--- src/rtl/gpc_pkg.sv ---
package gpc_pkg;
  typedef enum logic [2:0] {
    CLS_CLEAN  = 3'd0,
    CLS_DATA   = 3'd1,
    CLS_ROWP   = 3'd2,
    CLS_COLP   = 3'd3,
    CLS_CORNER = 3'd4,
    CLS_FAIL   = 3'd5
  } err_class_e;
endpackage

--- src/rtl/gpc_parity_gen.sv ---
module gpc_parity_gen #(
  parameter int ROWS = 4,
  parameter int COLS = 4
) (
  input  logic [ROWS*COLS-1:0] data,
  output logic [ROWS-1:0]      row_par,
  output logic [COLS-1:0]      col_par
);
  for (genvar gr = 0; gr < ROWS; gr++) begin : g_row
    assign row_par[gr] = ^data[gr*COLS +: COLS];
  end

  for (genvar gc = 0; gc < COLS; gc++) begin : g_col
    logic [ROWS-1:0] column;
    for (genvar gr = 0; gr < ROWS; gr++) begin : g_pick
      assign column[gr] = data[gr*COLS + gc];
    end
    assign col_par[gc] = ^column;
  end
endmodule

--- src/rtl/gpc_classify.sv ---
module gpc_classify
  import gpc_pkg::*;
#(
  parameter int ROWS = 4,
  parameter int COLS = 4,
  localparam int RW = (ROWS > 1) ? $clog2(ROWS) : 1,
  localparam int CW = (COLS > 1) ? $clog2(COLS) : 1
) (
  input  logic [ROWS-1:0] row_syn,
  input  logic [COLS-1:0] col_syn,
  input  logic            corner_vs_rows,
  input  logic            corner_vs_cols,
  output err_class_e      cls,
  output logic [RW-1:0]   row_idx,
  output logic [CW-1:0]   col_idx
);
  logic row_none, col_none, row_one, col_one;

  always_comb begin
    row_idx = '0;
    for (int r = 0; r < ROWS; r++) begin
      if (row_syn[r]) row_idx = RW'(r);
    end
    col_idx = '0;
    for (int c = 0; c < COLS; c++) begin
      if (col_syn[c]) col_idx = CW'(c);
    end
  end

  assign row_none = (row_syn == '0);
  assign col_none = (col_syn == '0);
  assign row_one  = ($countones(row_syn) == 1);
  assign col_one  = ($countones(col_syn) == 1);

  always_comb begin
    if (row_none && col_none && !corner_vs_rows && !corner_vs_cols)
      cls = CLS_CLEAN;
    else if (row_one && col_one && !corner_vs_rows && !corner_vs_cols)
      cls = CLS_DATA;
    else if (row_one && col_none && corner_vs_rows && !corner_vs_cols)
      cls = CLS_ROWP;
    else if (row_none && col_one && !corner_vs_rows && corner_vs_cols)
      cls = CLS_COLP;
    else if (row_none && col_none && corner_vs_rows && corner_vs_cols)
      cls = CLS_CORNER;
    else
      cls = CLS_FAIL;
  end
endmodule

--- src/rtl/gpc_corrector.sv ---
module gpc_corrector
  import gpc_pkg::*;
#(
  parameter int ROWS = 4,
  parameter int COLS = 4,
  localparam int RW = (ROWS > 1) ? $clog2(ROWS) : 1,
  localparam int CW = (COLS > 1) ? $clog2(COLS) : 1
) (
  input  logic [ROWS*COLS-1:0] data_in,
  input  err_class_e           cls,
  input  logic [RW-1:0]        row_idx,
  input  logic [CW-1:0]        col_idx,
  output logic [ROWS*COLS-1:0] data_fix,
  output logic                 corrected,
  output logic                 uncorrectable
);
  logic [ROWS*COLS-1:0] flip;

  for (genvar gr = 0; gr < ROWS; gr++) begin : g_r
    for (genvar gc = 0; gc < COLS; gc++) begin : g_c
      assign flip[gr*COLS + gc] = (cls == CLS_DATA) &&
                                  (row_idx == RW'(gr)) && (col_idx == CW'(gc));
    end
  end

  assign data_fix      = data_in ^ flip;
  assign corrected     = (cls != CLS_CLEAN) && (cls != CLS_FAIL);
  assign uncorrectable = (cls == CLS_FAIL);
endmodule

--- src/rtl/grid_parity_codec.sv ---
module grid_parity_codec
  import gpc_pkg::*;
#(
  parameter int ROWS = 4,
  parameter int COLS = 4
) (
  input  logic                 clk,
  input  logic                 rst,
  input  logic                 enc_valid_in,
  input  logic [ROWS*COLS-1:0] enc_data_in,
  output logic                 enc_valid_out,
  output logic [ROWS-1:0]      enc_row_par,
  output logic [COLS-1:0]      enc_col_par,
  output logic                 enc_corner,
  input  logic                 dec_valid_in,
  input  logic [ROWS*COLS-1:0] dec_data_in,
  input  logic [ROWS-1:0]      dec_row_par_in,
  input  logic [COLS-1:0]      dec_col_par_in,
  input  logic                 dec_corner_in,
  output logic                 dec_valid_out,
  output logic [ROWS*COLS-1:0] dec_data_out,
  output logic                 dec_corrected,
  output logic                 dec_uncorrectable
);
  localparam int DW = ROWS * COLS;
  localparam int RW = (ROWS > 1) ? $clog2(ROWS) : 1;
  localparam int CW = (COLS > 1) ? $clog2(COLS) : 1;

  // encode path
  logic [ROWS-1:0] e_row;
  logic [COLS-1:0] e_col;

  gpc_parity_gen #(.ROWS(ROWS), .COLS(COLS)) u_enc_par (
    .data(enc_data_in), .row_par(e_row), .col_par(e_col)
  );

  always_ff @(posedge clk) begin
    if (rst) begin
      enc_valid_out <= 1'b0;
      enc_row_par   <= '0;
      enc_col_par   <= '0;
      enc_corner    <= 1'b0;
    end else begin
      enc_valid_out <= enc_valid_in;
      if (enc_valid_in) begin
        enc_row_par <= e_row;
        enc_col_par <= e_col;
        enc_corner  <= ^e_row;
      end
    end
  end

  // decode path
  logic [ROWS-1:0] d_row;
  logic [COLS-1:0] d_col;
  logic [ROWS-1:0] row_syn;
  logic [COLS-1:0] col_syn;
  logic            cs_rows, cs_cols;
  err_class_e      cls;
  logic [RW-1:0]   row_idx;
  logic [CW-1:0]   col_idx;
  logic [DW-1:0]   data_fix;
  logic            fix_ok, fix_bad;

  gpc_parity_gen #(.ROWS(ROWS), .COLS(COLS)) u_dec_par (
    .data(dec_data_in), .row_par(d_row), .col_par(d_col)
  );

  assign row_syn = d_row ^ dec_row_par_in;
  assign col_syn = d_col ^ dec_col_par_in;
  assign cs_rows = (^dec_row_par_in) ^ dec_corner_in;
  assign cs_cols = (^dec_col_par_in) ^ dec_corner_in;

  gpc_classify #(.ROWS(ROWS), .COLS(COLS)) u_cls (
    .row_syn(row_syn), .col_syn(col_syn),
    .corner_vs_rows(cs_rows), .corner_vs_cols(cs_cols),
    .cls(cls), .row_idx(row_idx), .col_idx(col_idx)
  );

  gpc_corrector #(.ROWS(ROWS), .COLS(COLS)) u_fix (
    .data_in(dec_data_in), .cls(cls), .row_idx(row_idx), .col_idx(col_idx),
    .data_fix(data_fix), .corrected(fix_ok), .uncorrectable(fix_bad)
  );

  always_ff @(posedge clk) begin
    if (rst) begin
      dec_valid_out     <= 1'b0;
      dec_data_out      <= '0;
      dec_corrected     <= 1'b0;
      dec_uncorrectable <= 1'b0;
    end else begin
      dec_valid_out <= dec_valid_in;
      if (dec_valid_in) begin
        dec_data_out      <= data_fix;
        dec_corrected     <= fix_ok;
        dec_uncorrectable <= fix_bad;
      end
    end
  end

  // checks
  AST_CORNER_BALANCE: assert property (@(posedge clk) disable iff (rst)
    enc_valid_out |-> ((^enc_row_par) == (^enc_col_par)));
  AST_ENC_VALID_LAT: assert property (@(posedge clk) disable iff (rst)
    enc_valid_in |=> enc_valid_out);
  AST_DEC_VALID_LAT: assert property (@(posedge clk) disable iff (rst)
    !dec_valid_in |=> !dec_valid_out);
  AST_FLAGS_EXCLUSIVE: assert property (@(posedge clk) disable iff (rst)
    !(dec_corrected && dec_uncorrectable));
  AST_ONE_BIT_FIX: assert property (@(posedge clk) disable iff (rst)
    dec_valid_out |-> ($countones(dec_data_out ^ $past(dec_data_in)) <= 1));
  AST_FAIL_PASSTHRU: assert property (@(posedge clk) disable iff (rst)
    (dec_valid_out && dec_uncorrectable) |-> (dec_data_out == $past(dec_data_in)));
endmodule

--- config.mk ---
export PLATFORM = sky130hd
export DESIGN_NAME = grid_parity_codec
export DESIGN_NICKNAME = d
export VERILOG_FILES = /design/src/rtl/gpc_pkg.sv /design/src/rtl/gpc_parity_gen.sv /design/src/rtl/gpc_classify.sv /design/src/rtl/gpc_corrector.sv /design/src/rtl/grid_parity_codec.sv
export SDC_FILE = /design/constraint.sdc
export NUM_CORES = 1
export LEC_CHECK = 0
export BUFFER_PORTS_ARGS = -buffer_cell sky130_fd_sc_hd__buf_2
export CORE_AREA = 10 10 82 77
export CTS_BUF_LIST = sky130_fd_sc_hd__clkbuf_4
export DETAILED_ROUTE_END_ITERATION = 6
export DIE_AREA = 0 0 92 87
export PLACE_DENSITY = 0.81
export SYNTH_ARGS = -nofsm -noshare
export SYNTH_HDL_FRONTEND = slang
export SYNTH_SLANG_ARGS = --single-unit
--- constraint.sdc ---
create_clock -name clk -period 3.8 [get_ports clk]
set_clock_uncertainty 0.1 [all_clocks]
set_input_delay 0.19 -clock clk [delete_from_list [all_inputs] [get_ports clk]]
set_output_delay 0.19 -clock clk [all_outputs]
set_load 0.02 [all_outputs]
==> results.sh, run 1 <==
export IMPL_clk_latency_ns=0.33
export IMPL_yosysTopAreaCellShare_pct=24.80
export IMPL_fin_nets=351
export IMPL_crit_type="primary input to flip-flop"
export IMPL_cts_buffers=5
export IMPL_post_cts_setup_buffers=0
export IMPL_antenna_found_initial=0
export IMPL_worst_slew_pin_slew_ns=0.5625
export IMPL_die_y_um=87
export IMPL_grt_pass1_vias=1987
export IMPL_grt_use_met3_pct=3.362
export IMPL_synth_seq_cells=29
export IMPL_cts_root_buffer_cell="clkbuf_4"
export IMPL_rsz0062_at_grt="false"
export IMPL_viasPerCell=5.303
export IMPL_utilization_pct=60.12
export IMPL_drv_cap=0
export IMPL_dr_pass1_iters=4
export IMPL_vias=1941
export IMPL_synth_area_leaders="dfxtp_1, xnor2_1, xnor3_1"
export IMPL_die_w_um=92
export IMPL_path_clk_slew_ns=0.10
export IMPL_post_route_drc_count=0
export IMPL_cp_end_kind="flip-flop"
export IMPL_required_ns=3.96
export IMPL_synth_area_leader_cell="dfxtp_1"
export IMPL_io_pin_count=74
export IMPL_drt_initial_drc_count=99
export IMPL_status="complete, no violations"
export IMPL_io_buffers=73
export IMPL_ys_warn_count=0
export IMPL_path_cells="buf_2 > xor3_1 > xnor2_1 > inv_1 > ha_1 > ha_1 > fa_1 > nor3b_1 > and2_1 > and4_4 > o311ai_4 > or3_1 > a311oi_2"
export IMPL_hold_class="primary input to flip-flop"
export IMPL_grt_start_max_net_pins=27
export IMPL_cts_tree="yes"
export IMPL_fin_tns_setup_ns=0
export IMPL_power_density_nw_per_um2=381.3
export IMPL_synth_nets=278
export IMPL_async_reset_ff_share_pct=0
export IMPL_cpMostUsedCell="ha_1"
export IMPL_grt_pass1_wl_um=9570
export IMPL_yosys_most_used_dff="dfxtp_1"
export IMPL_track_usage_pct=14.60
export IMPL_synth_cell_types=44
export IMPL_place_gp_congestion=0.9153
export IMPL_syn_area_per_cell_um2=10.31
export IMPL_slowest_stage="fa_1"
export IMPL_initial_core_util_pct=49.97
export IMPL_met2_usage_pct=24.94
export IMPL_arrival_ns=3.55
export IMPL_syn_inst=227
export IMPL_ys_seq_area_share_pct=24.80
export IMPL_die_area_um2=8004
export IMPL_rows=24
export IMPL_synth_edf_count=0
export IMPL_dp_hpwl_um=5042
export IMPL_max_freq_mhz=294.6
export IMPL_min_period_ns=3.394
export IMPL_globalRouteOverflowTotal=0
export IMPL_ctsResizeCount=0
export IMPL_fillers=409
export IMPL_hold_buffers=0
export IMPL_syn_to_final_growth_pct=20.31
export IMPL_drive_gt1_share_pct=35.88
export IMPL_clockBufferDepth=2
export IMPL_core_area_um2=4684
export IMPL_cp_start_kind="primary input"
export IMPL_met1_usage_pct=17.49
export IMPL_finalHoldViolations=0
export IMPL_p_leak_nw=1.176
export IMPL_antenna_cells=0
export IMPL_ant_nets=0
export IMPL_report_final_slew_viol_count=0
export IMPL_cts_sinks=29
export IMPL_avgRoutedWirePerCell_um=16.19
export IMPL_critical_path_max_stage_delay_ns=0.43
export IMPL_syn_area_um2=2341
export IMPL_peakVddDrop_mv=0.1594
export IMPL_busiest_layer="met2"
export IMPL_h_tree_depth=2
export IMPL_finalSetupViolations=0
export IMPL_max_slew_margin_pct=62.33
export IMPL_crit_fanout=8
export IMPL_wl_um=5927
export IMPL_fin_crit_sh_pct=89.32
cell families after synthesis:
kind of cell | synth area share (%)
simple gates | 19.35
fa+ha+maj | 3.848
flops | 24.80
compound gates | 14.70
buf+inv | 1.604
xor+xnor | 35.70
layout make-up:
| cell class | count | area, µm² | area share (%) |
|---|---|---|---|
| Sequential cell | 29 | 580.6 | 20.61 |
| Tap cell | 65 | 81.33 | 2.888 |
| Clock inverter | 2 | 10.01 | 0.3554 |
| Inverter | 3 | 11.26 | 0.3998 |
| Multi-Input combinational cell | 188 | 1723 | 61.17 |
| Timing Repair Buffer | 73 | 365.4 | 12.97 |
| Clock buffer | 6 | 45.04 | 1.599 |
cells in the mapped netlist (all sizes together) (4+ instances only):
master  number
dfxtp       29
ha           4
a311oi       4
xnor3        7
nand3        9
or4          6
or3          5
a211oi      15
nand2       10
nand2b       5
nor2        24
clkbuf       7
xor2         5
o211ai       7
o21ai        4
xnor2       52
worst max-delay path, delay by kind of cell:
kind	cells	cell delay, ns
simple gates	4	1.07
fa+ha+maj	3	0.95
xor+xnor	2	0.74
compound gates	2	0.39
buf+inv	2	0.22
per-layer routing:
| metal | routed length (µm) | part of all wire [%] | vias to the layer above |
|---|---|---|---|
| met3 | 433 | 7.3 | 10 |
| met1 | 2520 | 43 | 895 |
| met2 | 2853 | 48 | 71 |
| met5 | 0 | 0 | - |
| li1 | - | - | 965 |
| met4 | 119 | 2.0 | 0 |
final timing paths:
kind | from | end | slack [ns] | cells past startpoint
hold reg to reg | dec_uncorrectable$_SDFFE_PP0P_ | dec_uncorrectable$_SDFFE_PP0P_ | 0.38 | 2
hold / removal | dec_data_in[3] | dec_data_out[3]$_SDFFE_PP0P_ | 0.08 | 3
setup / recovery | dec_data_in[6] | dec_data_out[2]$_SDFFE_PP0P_ | 0.41 | 13
setup reg to reg | dec_data_out[12]$_SDFFE_PP0P_ | dec_data_out[12]$_SDFFE_PP0P_ | 2.99 | 2
cells in the final DEF, fill, tap and decap left out, drive strengths merged, types with 4 or more instances in the layout:
cell,synthesis,final
buf,0,73
xnor2,52,52
dfxtp,29,29
nor2,24,24
a211oi,15,15
nand2,10,10
nand3,9,9
o211ai,7,7
xnor3,7,7
or4,6,6
clkbuf,7,6
nand2b,5,5
or3,5,5
xor2,5,5
o21ai,4,4
a311oi,4,4
ha,4,4
report_power, final:
part | leakage, nW | internal, mW | total (mW) | switching (mW)
logic | 0.900 | 0.235 | 0.545 | 0.310
registers | 0.241 | 0.329 | 0.341 | 0.0115
clock network | 0.0354 | 0.0775 | 0.188 | 0.111
total | 1.18 | 0.642 | 1.07 | 0.432
metrics by stage:
step,area (µm²),instances,hold slack [ns],worst slack [ns],total power [mW]
final,2816,366,0.08223,0.4060,1.074
after global routing,2816,366,0.08456,0.1371,1.152
after CTS,2816,366,0.06972,0.4148,1.081
after detailed placement,2761,358,0.3606,0.07370,0.8930
after global placement,2761,358,0.3542,0.1626,0.8782
after floorplan,2341,227,0.1616,0.4139,0.7578
flip-flops by register name, indices dropped and copies added, names as in the netlist:
| name | count |
|---|---|
| dec_corrected | 1 |
| dec_data_out | 16 |
| dec_uncorrectable | 1 |
| dec_valid_out | 1 |
| enc_col_par | 4 |
| enc_corner | 1 |
| enc_row_par | 4 |
| enc_valid_out | 1 |
Power figures use the tool's default switching activity.
==> run 2, diff against run 1 <==
CELL_PAD_IN_SITES_DETAIL_PLACEMENT = 1   (was default)
CELL_PAD_IN_SITES_GLOBAL_PLACEMENT = 1   (was default)
CORE_AREA = 10 10 92 86   (was 10 10 82 77)
DIE_AREA = 0 0 102 96   (was 0 0 92 87)
PLACE_DENSITY = 0.82   (was 0.81)
==> run 2 against run 1 <==
Against the previous run:
- worst setup slack worse by 0.11 ns
- sequential power about the same
- sequential share of layout area down 0.15 points
- flip-flop and latch count unchanged
- wire length up 14%
==> results.sh, run 2 (synthesis results as in run 1) <==
export IMPL_antenna_cells=0
export IMPL_globalRouteOverflowTotal=0
export IMPL_met1_usage_pct=15.50
export IMPL_final_common_cell="buf_2"
export IMPL_min_period_ns=3.505
export IMPL_dp_hpwl_um=5725
export IMPL_io_buffers=73
export IMPL_post_cts_setup_buffers=0
export IMPL_regToRegEndpoint="enc_col_par[3]$_SDFFE_PP0P_"
export IMPL_power_density_nw_per_um2=388.0
export IMPL_clockBufferDepth=2
export IMPL_cts_tree="yes"
export IMPL_crit_type="primary input to flip-flop"
export IMPL_cts_root_buffer_cell="clkbuf_4"
export IMPL_grt_start_max_net_pins=27
export IMPL_crit_fanout=5
export IMPL_ctsResizeCount=0
export IMPL_largest_reg_flops=16
export IMPL_r2r_cells=2
export IMPL_cp_end_kind="flip-flop"
export IMPL_regMostFlops="dec_data_out"
export IMPL_path_cells="buf_2 > xor3_1 > xnor2_1 > inv_1 > ha_1 > ha_1 > fa_1 > nor3b_1 > and2_1 > nor4b_4 > o31ai_2 > or3_1 > a311oi_2"
export IMPL_initial_core_util_pct=38.93
export IMPL_cp_start_kind="primary input"
export IMPL_worst_slack_ns=0.2946
export IMPL_finalHoldViolations=0
export IMPL_ant_nets=0
export IMPL_largest_registers="dec_data_out (16), enc_col_par (4), enc_row_par (4)"
export IMPL_grt_pass1_wl_um=10780
export IMPL_vias=1926
export IMPL_grt_pass1_vias=2168
export IMPL_fin_nets=352
export IMPL_dr_pass1_iters=4
export IMPL_drt_initial_drc_count=31
export IMPL_antenna_found_initial=0
export IMPL_required_ns=3.94
export IMPL_post_route_drc_count=0
export IMPL_fin_crit_sh_pct=92.25
export IMPL_p_leak_nw=1.182
export IMPL_wl_um=6749
export IMPL_final_cell_mix="buf_2, xnor2_1, dfxtp_1, nor2_1, a211oi_1"
export IMPL_slowest_stage="fa_1"
export IMPL_critical_path_max_stage_delay_ns=0.43
export IMPL_track_usage_pct=13.89
export IMPL_final_instance_count_excl_fill=374
export IMPL_viasPerCell=5.150
export IMPL_cpMostUsedCell="ha_1"
export IMPL_rows=27
export IMPL_arrival_ns=3.64
export IMPL_drv_cap=0
export IMPL_rsz0062_at_grt="false"
export IMPL_busiest_layer="met2"
export IMPL_r2r_start="enc_col_par[3]$_SDFFE_PP0P_"
export IMPL_report_final_slew_viol_count=0
export IMPL_h_tree_depth=2
export IMPL_dp_slack_ns=-0.03952
export IMPL_hold_buffers=0
export IMPL_hold_depth=3
export IMPL_clk_latency_ns=0.32
export IMPL_core_area_um2=6013
export IMPL_min_to="dec_data_out[9]$_SDFFE_PP0P_"
export IMPL_syn_to_final_growth_pct=21.22
export IMPL_io_pin_count=74
export IMPL_drive_gt1_share_pct=36.09
export IMPL_cts_buffers=5
export IMPL_die_y_um=96
export IMPL_worst_path_buf_inv=2
export IMPL_finalSetupViolations=0
export IMPL_cts_sinks=29
export IMPL_die_area_um2=9792
export IMPL_die_w_um=102
export IMPL_place_gp_congestion=0.8521
export IMPL_utilization_pct=47.19
export IMPL_path_clk_slew_ns=0.09
export IMPL_status="complete, no violations"
export IMPL_dp_cells=366
export IMPL_avgRoutedWirePerCell_um=18.05
export IMPL_reg2reg_setup_slack_ns=2.98
export IMPL_max_slew_margin_pct=60.85
export IMPL_max_freq_mhz=285.3
export IMPL_crit_family="simple AND/OR/NAND/NOR gates"
export IMPL_hold_class="primary input to flip-flop"
export IMPL_worst_slew_pin_slew_ns=0.5847
export IMPL_peakVddDrop_mv=0.1282
export IMPL_met2_usage_pct=25.01
export IMPL_grt_use_met3_pct=3.725
export IMPL_hp_start="dec_data_in[9]"
run 2: cell count changes in the layout (fill, tap and decap cells not counted):
cell / before / now
clkinv_2: 2 / 0
buf_4: 0 / 1
clkbuf_4: 6 / 8
run 2: metrics by stage:
| step | TNS (ns) | hold WS, ns | power [mW] | instance area, µm² |
|---|---|---|---|---|
| after floorplan | 0 | 0.1616 | 0.7578 | 2341 |
| after global placement | 0 | 0.3522 | 0.8930 | 2778 |
| after detailed placement | -0.08645 | 0.3556 | 0.9134 | 2778 |
| after CTS | 0 | 0.07207 | 1.119 | 2838 |
| after global routing | 0 | 0.1083 | 1.187 | 2838 |
| final | 0 | 0.08643 | 1.101 | 2838 |
run 2: power by group:
group / internal [mW] / switching [mW]
Sequential: 0.329 / 0.0119
Combinational: 0.240 / 0.323
Clock: 0.0951 / 0.102
Total: 0.664 / 0.437
run 2: area by class of cell:
class,instances,area (µm²)
flip-flops and latches,29,580.6
repair buffers,74,372.9
inverters,3,11.26
multi-input cells,188,1723
well taps,72,90.09
clock buffers,8,60.06
fillers,705,3176
run 2: worst max-delay path by stage:
stage | start | end | slack, ns | cells past startpoint
2_1_floorplan | dec_data_in[6] | dec_data_out[10]$_SDFFE_PP0P_ | 0.41 | 12
3_3_place_gp | dec_data_in[6] | dec_data_out[13]$_SDFFE_PP0P_ | 0.11 | 13
3_5_place_dp | dec_data_in[6] | dec_data_out[12]$_SDFFE_PP0P_ | -0.04 | 13
4_1_cts | dec_data_in[6] | dec_data_out[12]$_SDFFE_PP0P_ | 0.27 | 13
5_1_grt | dec_data_in[6] | dec_data_out[13]$_SDFFE_PP0P_ | 0.04 | 13
6_report | dec_data_in[6] | dec_data_out[12]$_SDFFE_PP0P_ | 0.29 | 13
run 2: metal layers:
layer	part of all wire [%]	vias to the layer above
li1	-	960
met1	42	900
met2	50	57
met3	6.5	9
met4	1.5	0
met5	0	-
run 2: worst register-to-register path, cell delays in order (launching register included):
cell and delay, ns:
dfxtp_1 0.35, nor2_1 0.05, a211oi_1 0.23
==> run 3, diff against run 2 <==
CORE_AREA = 10 10 98 91   (was 10 10 92 86)
DIE_AREA = 0 0 108 101   (was 0 0 102 96)
PLACE_DENSITY = 0.73   (was 0.82)
==> run 3 against run 2 <==
Against the previous run:
- clock power fell by 2%
- sequential power barely moved
- global-route usage fell by 1.1 points
- die area rose by 11%
- hold slack got worse by 0.0097 ns
==> results.sh, run 3 (synthesis results as in run 1) <==
export IMPL_status="complete, no violations"
export IMPL_drt_initial_drc_count=50
export IMPL_worst_slew_pin_slew_ns=0.6030
export IMPL_rsz0062_at_grt="false"
export IMPL_cts_root_buffer_cell="clkbuf_4"
export IMPL_die_w_um=108
export IMPL_report_final_slew_viol_count=0
export IMPL_required_ns=3.96
export IMPL_post_cts_setup_buffers=0
export IMPL_crit_fanout=6
export IMPL_hp_start="dec_data_in[0]"
export IMPL_cts_buffers=5
export IMPL_syn_to_final_growth_pct=22.45
export IMPL_io_buffers=73
export IMPL_met2_usage_pct=22.40
export IMPL_hold_class="primary input to flip-flop"
export IMPL_busiest_layer="met2"
export IMPL_hold_buffers=0
export IMPL_fin_nets=353
export IMPL_ant_nets=0
export IMPL_io_pin_count=74
export IMPL_critical_path_max_stage_delay_ns=0.44
export IMPL_max_slew_margin_pct=59.62
export IMPL_regMostFlops="dec_data_out"
export IMPL_die_area_um2=10910
export IMPL_met1_usage_pct=14.97
export IMPL_dp_hpwl_um=5889
export IMPL_final_common_cell="buf_2"
export IMPL_initial_core_util_pct=33.78
export IMPL_crit_type="primary input to flip-flop"
export IMPL_grt_pass1_wl_um=11250
export IMPL_fin_crit_sh_pct=91.00
export IMPL_power_density_nw_per_um2=385.8
export IMPL_final_cell_mix="buf_2, xnor2_1, dfxtp_1, nor2_1, a211oi_1"
export IMPL_finalHoldViolations=0
export IMPL_finalSetupViolations=0
export IMPL_avgRoutedWirePerCell_um=17.49
export IMPL_multi_input_area_um2=1723
export IMPL_min_period_ns=3.458
export IMPL_fin_tns_setup_ns=0
export IMPL_regArea_um2=580.6
export IMPL_cp_end_kind="flip-flop"
export IMPL_cpMostUsedCell="ha_1"
export IMPL_clk_latency_ns=0.33
export IMPL_grt_use_met3_pct=3.197
export IMPL_peakVddDrop_mv=0.1282
export IMPL_antenna_cells=0
export IMPL_h_tree_depth=2
export IMPL_largest_reg_flops=16
export IMPL_dr_pass1_iters=4
export IMPL_cts_sinks=29
export IMPL_cp_start_kind="primary input"
export IMPL_post_route_drc_count=0
export IMPL_place_gp_congestion=0.8143
export IMPL_cts_tree="yes"
export IMPL_ctsResizeCount=0
export IMPL_vias=1960
export IMPL_antenna_found_initial=0
export IMPL_grt_pass1_vias=2101
export IMPL_path_cells="buf_2 > xnor3_1 > xnor2_2 > ha_1 > ha_1 > fa_1 > nor3b_1 > and2_1 > nor4b_4 > o31ai_2 > or3_1 > a311oi_2"
export IMPL_globalRouteOverflowTotal=0
export IMPL_place_area_um2=2811
export IMPL_grt_start_max_net_pins=27
export IMPL_path_clk_slew_ns=0.10
export IMPL_fillers=847
export IMPL_r2r_start="dec_data_out[13]$_SDFFE_PP0P_"
export IMPL_die_y_um=101
export IMPL_clockBufferDepth=2
export IMPL_drv_cap=0
export IMPL_finalInstanceArea_um2=2867
export IMPL_cp_startpoint="dec_data_in[7]"
export IMPL_arrival_ns=3.61
export IMPL_rows=29
export IMPL_track_usage_pct=12.83
export IMPL_viasPerCell=4.949
export IMPL_slowest_stage="xnor3_1"
export IMPL_p_leak_nw=1.181
export IMPL_core_area_um2=6930
export IMPL_max_freq_mhz=289.2
export IMPL_wl_um=6926
export IMPL_largest_registers="dec_data_out (16), enc_col_par (4), enc_row_par (4)"
export IMPL_drive_gt1_share_pct=36.30
run 3: cell types whose count changed in the layout (fill, tap and decap cells not counted):
| cell | delta |
|---|---|
| clkbuf_4 | -3 |
| clkinv_2 | +2 |
| buf_4 | +1 |
| clkinvlp_4 | +1 |
run 3: through the flow:
stage                     std cells  hold WS, ns  utilization, %  power, mW  setup slack (ns)
after floorplan                 227       0.1616               -     0.7578            0.4139
after global placement          388       0.3573           40.57     0.8990            0.1203
after detailed placement        388       0.3620           40.57     0.9268          0.006422
after CTS                       396      0.07103           41.36      1.118            0.3546
after global routing            396      0.09010           41.36      1.187           0.05799
final                           396      0.07673           41.36      1.106            0.3419
run 3: final timing paths:
| path | endpoint | slack, ns | cells after the start |
|---|---|---|---|
| max | dec_data_out[13]$_SDFFE_PP0P_ | 0.34 | 12 |
| min | dec_data_out[0]$_SDFFE_PP0P_ | 0.08 | 3 |
| max reg2reg | dec_data_out[13]$_SDFFE_PP0P_ | 2.96 | 2 |
| min reg2reg | dec_uncorrectable$_SDFFE_PP0P_ | 0.38 | 2 |
run 3: final cells by class:
cell class / count / area share, %
tap: 93 / 4.059
inverter: 3 / 0.3928
clock buffer: 5 / 1.309
clock inverter: 3 / 0.6111
multi-input combinational: 188 / 60.10
sequential: 29 / 20.25
timing repair buffer: 75 / 13.27
run 3: power breakdown:
group	internal (mW)	total (mW)	switching [mW]
sequential	0.329	0.341	0.0117
clock	0.0697	0.193	0.123
combinational	0.245	0.573	0.328
total	0.644	1.11	0.462
run 3: per-layer routing:
layer / wire length [µm] / vias to the layer above
met3: 462 / 8
met4: 92 / 0
met5: 0 / -
met1: 2843 / 930
li1: - / 964
met2: 3527 / 58
run 3: worst max-delay path, delay by kind of cell:
kind / cells / cell delay [ns]
XOR/XNOR: 2 / 0.76
buffers and inverters: 1 / 0.13
adder cells (fa/ha/maj): 3 / 0.96
AO/OA/AOI/OAI: 2 / 0.38
AND/OR/NAND/NOR: 4 / 1.21
